### src/rtl/ias_pkg.sv
package ias_pkg;
  typedef enum logic [1:0] {
    ACK_IDLE   = 2'd0,
    ACK_FIRST  = 2'd1,
    ACK_SECOND = 2'd2
  } ack_state_e;
endpackage

### src/rtl/ias_rst_sync.sv
module ias_rst_sync #(
  parameter int STAGES = 2
) (
  input  logic clk,
  input  logic rst_n,
  output logic rst_sync_n
);
  logic [STAGES-1:0] sync_q;

  always_ff @(posedge clk or negedge rst_n) begin
    if (!rst_n) sync_q <= '0;
    else        sync_q <= {sync_q[STAGES-2:0], 1'b1};
  end

  assign rst_sync_n = sync_q[STAGES-1];
endmodule

### src/rtl/ias_req_latch.sv
module ias_req_latch (
  input  logic clk,
  input  logic rst_n,
  input  logic req_in,
  input  logic req_en,
  input  logic done,
  input  logic abort,
  output logic pending
);
  logic pend_q, pend_d;

  always_comb begin
    pend_d = pend_q;
    if (abort)                 pend_d = 1'b0;
    else if (req_in && req_en) pend_d = 1'b1;  // new request wins over completion
    else if (done)             pend_d = 1'b0;
  end

  always_ff @(posedge clk or negedge rst_n) begin
    if (!rst_n) pend_q <= 1'b0;
    else        pend_q <= pend_d;
  end

  assign pending = pend_q;
endmodule

### src/rtl/ias_ack_fsm.sv
module ias_ack_fsm
  import ias_pkg::*;
(
  input  logic clk,
  input  logic rst_n,
  input  logic pending,
  input  logic ready,
  input  logic abort,
  output logic ack,
  output logic capture
);
  ack_state_e state_q, state_d;

  always_comb begin
    state_d = state_q;
    unique case (state_q)
      ACK_IDLE:   if (pending && ready) state_d = ACK_FIRST;
      ACK_FIRST:  state_d = ACK_SECOND;
      ACK_SECOND: state_d = ACK_IDLE;
      default:    state_d = ACK_IDLE;
    endcase
    if (abort) state_d = ACK_IDLE;
  end

  always_ff @(posedge clk or negedge rst_n) begin
    if (!rst_n) state_q <= ACK_IDLE;
    else        state_q <= state_d;
  end

  assign ack     = (state_q != ACK_IDLE);
  assign capture = (state_q == ACK_SECOND) && !abort;
endmodule

### src/rtl/ias_vec_capture.sv
module ias_vec_capture #(
  parameter int VEC_W = 8
) (
  input  logic             clk,
  input  logic             rst_n,
  input  logic             capture,
  input  logic [VEC_W-1:0] bus,
  output logic [VEC_W-1:0] vec,
  output logic             valid
);
  logic [VEC_W-1:0] vec_q;
  logic             valid_q;

  always_ff @(posedge clk or negedge rst_n) begin
    if (!rst_n)       vec_q <= '0;
    else if (capture) vec_q <= bus;
  end

  always_ff @(posedge clk or negedge rst_n) begin
    if (!rst_n) valid_q <= 1'b0;
    else        valid_q <= capture;
  end

  assign vec   = vec_q;
  assign valid = valid_q;
endmodule

### src/rtl/ias_reset_sampler.sv
module ias_reset_sampler #(
  parameter int          ADDR_W    = 16,
  parameter logic [15:0] RESET_VEC = 16'hFFFE
) (
  input  logic              clk,
  input  logic              rst_n,
  input  logic              pin,
  output logic              req,
  output logic [ADDR_W-1:0] addr
);
  logic req_q;

  always_ff @(posedge clk or negedge rst_n) begin
    if (!rst_n) req_q <= 1'b0;
    else        req_q <= pin;
  end

  assign req  = req_q;
  assign addr = ADDR_W'(RESET_VEC);
endmodule

### src/rtl/ias_seq.sv
module ias_seq #(
  parameter int          VEC_W       = 8,
  parameter int          ADDR_W      = 16,
  parameter logic [15:0] RESET_VEC   = 16'hFFFE,
  parameter int          SYNC_STAGES = 2
) (
  input  logic              clk,
  input  logic              rst_n,
  input  logic              irq_pin,
  input  logic              irq_enable,
  input  logic              core_ready,
  input  logic              rst_pin,
  input  logic [VEC_W-1:0]  io_bus,
  output logic              ack_out,
  output logic              irq_pending,
  output logic [VEC_W-1:0]  vec_data,
  output logic              vec_valid,
  output logic              rst_req,
  output logic [ADDR_W-1:0] rst_addr
);
  logic rst_sync_n;
  logic capture;

  ias_rst_sync #(.STAGES(SYNC_STAGES)) u_sync (
    .clk(clk), .rst_n(rst_n), .rst_sync_n(rst_sync_n)
  );

  ias_req_latch u_req (
    .clk(clk), .rst_n(rst_sync_n), .req_in(irq_pin), .req_en(irq_enable),
    .done(capture), .abort(rst_pin), .pending(irq_pending)
  );

  ias_ack_fsm u_fsm (
    .clk(clk), .rst_n(rst_sync_n), .pending(irq_pending), .ready(core_ready),
    .abort(rst_pin), .ack(ack_out), .capture(capture)
  );

  ias_vec_capture #(.VEC_W(VEC_W)) u_vec (
    .clk(clk), .rst_n(rst_sync_n), .capture(capture), .bus(io_bus),
    .vec(vec_data), .valid(vec_valid)
  );

  ias_reset_sampler #(.ADDR_W(ADDR_W), .RESET_VEC(RESET_VEC)) u_rst (
    .clk(clk), .rst_n(rst_sync_n), .pin(rst_pin), .req(rst_req), .addr(rst_addr)
  );
endmodule

### config.mk
export PLATFORM = sky130hd
export DESIGN_NAME = ias_seq
export DESIGN_NICKNAME = d
export VERILOG_FILES = /design/src/rtl/ias_pkg.sv /design/src/rtl/ias_rst_sync.sv /design/src/rtl/ias_req_latch.sv /design/src/rtl/ias_ack_fsm.sv /design/src/rtl/ias_vec_capture.sv /design/src/rtl/ias_reset_sampler.sv /design/src/rtl/ias_seq.sv
export SDC_FILE = /design/constraint.sdc
export NUM_CORES = 1
export LEC_CHECK = 0
export BUFFER_PORTS_ARGS = -buffer_cell sky130_fd_sc_hd__buf_4
export CELL_PAD_IN_SITES_DETAIL_PLACEMENT = 1
export CELL_PAD_IN_SITES_GLOBAL_PLACEMENT = 1
export CORE_MARGIN = 3
export CORE_UTILIZATION = 32
export CTS_BUF_LIST = sky130_fd_sc_hd__clkbuf_16
export DETAILED_ROUTE_END_ITERATION = 10
export PLACE_DENSITY = 0.8
export SYNTH_ARGS = -nofsm -noshare
export SYNTH_HDL_FRONTEND = slang
export SYNTH_SLANG_ARGS = --single-unit
### constraint.sdc
create_clock -name clk -period 2.1 [get_ports clk]
set_clock_uncertainty 0.1 [all_clocks]
set_input_delay 0.42 -clock clk [delete_from_list [all_inputs] [get_ports clk]]
set_output_delay 0.42 -clock clk [all_outputs]
set_load 0.05 [all_outputs]
==> metrics.md <==
| Metric | Value |
|---|---|
| Synth Instances | 49 |
| DRT antenna net count | 0 |
| Max_cap viols | 0 |
| Starting Density | about 36% |
| CTS tree | yes |
| First-pass GRT wire length | a little under 2000 µm |
| WP buf/inv | 1 |
| Initial antenna violation count | 0 |
| Startpoint types | flop |
| FF+latch count, synth | 15 |
| Drt first pass iters | 2 |
| Core ar. | 0.001839 mm² |
| Unique masters post-synth | 12 |
| Final worst slack | 444.3 ps |
| Maximum VDD drop | between 0.0005 and 0.0006 V |
| Area leader, netlist | dfrtp_1 |
| DRT iter0 DRCs | 2 |
| Hold crit path type | flop to async pin |
| Min cycle time layout | 1656 ps |
| Antenna cells | 0 |
| Worst skew pair latency | 240 ps |
| Via count | 410 |
| Ys Warns | 0 |
| Hold WS | 103.6 ps |
| Routing usage on met1 | approximately a tenth |
| Tcrit/Tclk final | 78.84% |
| Clk buf depth | 2 |
| Setup Fix Bufs, Post-CTS | 0 |
| Cell Rows | 15 |
| Setup-failing EPs final | 0 |
| Worst path max stage delay | 420 ps |
| Num CTS Buffers | 3 |
| Clock sinks | 15 |
| Most used routing layer | met2 |
| Largest net degree at the start of global routing | 14 |
| Unrepaired setup endpoints after global routing | no |
| Worst slew pin tran | 500.5 ps |
| Most frequent cells in the layout | 25 x buf_4, 17 x conb_1, 15 x dfrtp_1, 8 x mux2_2, 3 x clkbuf_16 |
| Number of I/O pins | 42 |
| Avg Cell Area, Syn | 13.51 µm² |
| Power Density | 1124 mW/mm² |
| Run status | finished, final reports clean |
| Die width | between 50 and 60 µm |
| Crit. End Element | output pin |
| Die ar. | approximately 0.0027 mm² |
| Crit path DAT | 1140 ps |
| Cell total after placement | 98 |
| Final wirelength | ~1200 µm |
| Layout Nets | 93 |
| Worst Path Required | roughly 1600 ps |
| Clk slew on worst S/H paths | 50 ps |
| Top cell family by delay on the critical path | flip-flops |
| Final Wtd Congestion | 0.6545 |
| P_leak | 0.0004806 µW |
| Fin. max-slew vios | 0 |
| Root Driver | clkbuf_16 |
| GR Util met3 | 3.499% |
| H-tree depth | 1 |
| Max_slew headroom | 66.63% |
| Ratio of cells with drive above 1 in the final layout | 50.00% |
| CP Cell Sequence | or2_2 > buf_4 |
| Worst slack at placement | 691.8 ps |
| Critical path class | flop to output pin |
| Port bufs | 25 |
| Worst Path Max Fanout | 4 |
| Post-CTS resize count | 0 |
| Area grow syn2layout | 36.86% |
| WL/cell | 11.17 µm |
| Finished Cell Area | 905.9 µm² |
| Die H | 51.48 µm |
| DP HPWL | 951.8 µm |
| Total GRT Usage | 9.767% |
| Commonest non-fill, non-tap cell in the layout | buf_4 |
| Number of global-route vias before repair | 455 |
| Finished Layout Cells | 103 |
| Aggregate negative setup slack | 0 ps |
| Max Freq | just over 600 MHz |
| Fin. Hold Viols | 0 |
| Seq/Total Area, Yosys | 56.71% |
| Grt met2 use | 18.22% |
| Share of the synthesized area in the top cell type | a little under three fifths |
| Post-DP Area | 817.0 µm² |
| CP max stage cell | dfrtp_1 |
| DRC | 0 |
| Vias per cell | between 3 and 4 |
| Synth Cell Area | 661.9 µm² |
| Synth area leaders | dfrtp_1 57%, buf_4 18%, mux2_2 14% |
| Grt total ovfl | 0 |
## cell families after synthesis
kind of cell	Yosys count	synth area share, %
AO/OA/AOI/OAI	1	1.135
multiplexers	8	13.61
flip-flops	15	56.71
other	2	1.135
AND/OR/NAND/NOR	7	9.263
buffers and inverters	16	18.15
## stage by stage
stage,util (%),power [µW]
4_1_cts,49.25,1030
5_1_grt,49.25,1063
3_5_place_dp,44.42,670.8
2_1_floorplan,-,601.2
3_3_place_gp,44.42,665.0
6_report,49.25,1018
## synth_stat cells, drive strengths merged
cell type  count
buf           16
dfrtp         15
mux2           8
conb           2
nor2           2
a22oi          1
nand2          1
nand2b         1
nor3b          1
nor4           1
or2            1
## final cells by class
type | count | area [µm²]
sequential | 15 | 375.4
tap | 25 | 31.28
fill | 221 | 933.4
multi-input combinational | 33 | 222.7
clock buffer | 3 | 75.07
clock inverter | 1 | 3.754
timing repair buffer | 26 | 197.7
## state kept, by name, indices dropped and copies added, names as in the netlist
name and cells:
u_fsm.state_q 2, u_req.pending 1, u_rst.req 1, u_sync.sync_q 2, u_vec.valid 1, u_vec.vec 8
## power breakdown
group | total (µW) | switching (µW) | internal [µW]
clock network | 353 | 102 | 251
registers | 352 | 24.3 | 328
logic | 312 | 224 | 88.8
total | 1020 | 350 | 668
## layer usage
metal,vias up,wire (µm)
met1,200,414
li1,184,-
met3,0,141
met4,0,0
met2,26,595
met5,-,0
## what timing repair did
action | in CTS | in global routing
endpoints found under the hold margin | 2 | 0
endpoints found under the setup margin | 0 | 0
hold buffers | 1 | 0
## path summary, 6_finish.rpt
check	startpoint	cells past startpoint	endpoint	slack (ps)
worst max-delay path	u_fsm.state_q[1]$_DFFE_PN0P_	2	ack_out	440
worst min-delay path	u_sync.sync_q[1]$_DFF_PN0_	0	u_vec.vec[2]$_DFFE_PN0P_	100
worst max register to register	u_fsm.state_q[0]$_DFFE_PN0P_	3	u_vec.vec[3]$_DFFE_PN0P_	790
worst min register to register	u_sync.sync_q[1]$_DFF_PN0_	0	u_vec.vec[2]$_DFFE_PN0P_	100
max in group asynchronous	rst_n	2	u_sync.sync_q[1]$_DFF_PN0_	1420
min in group clk	u_sync.sync_q[0]$_DFF_PN0_	0	u_sync.sync_q[1]$_DFF_PN0_	250
(Power assumes the default switching activity.)
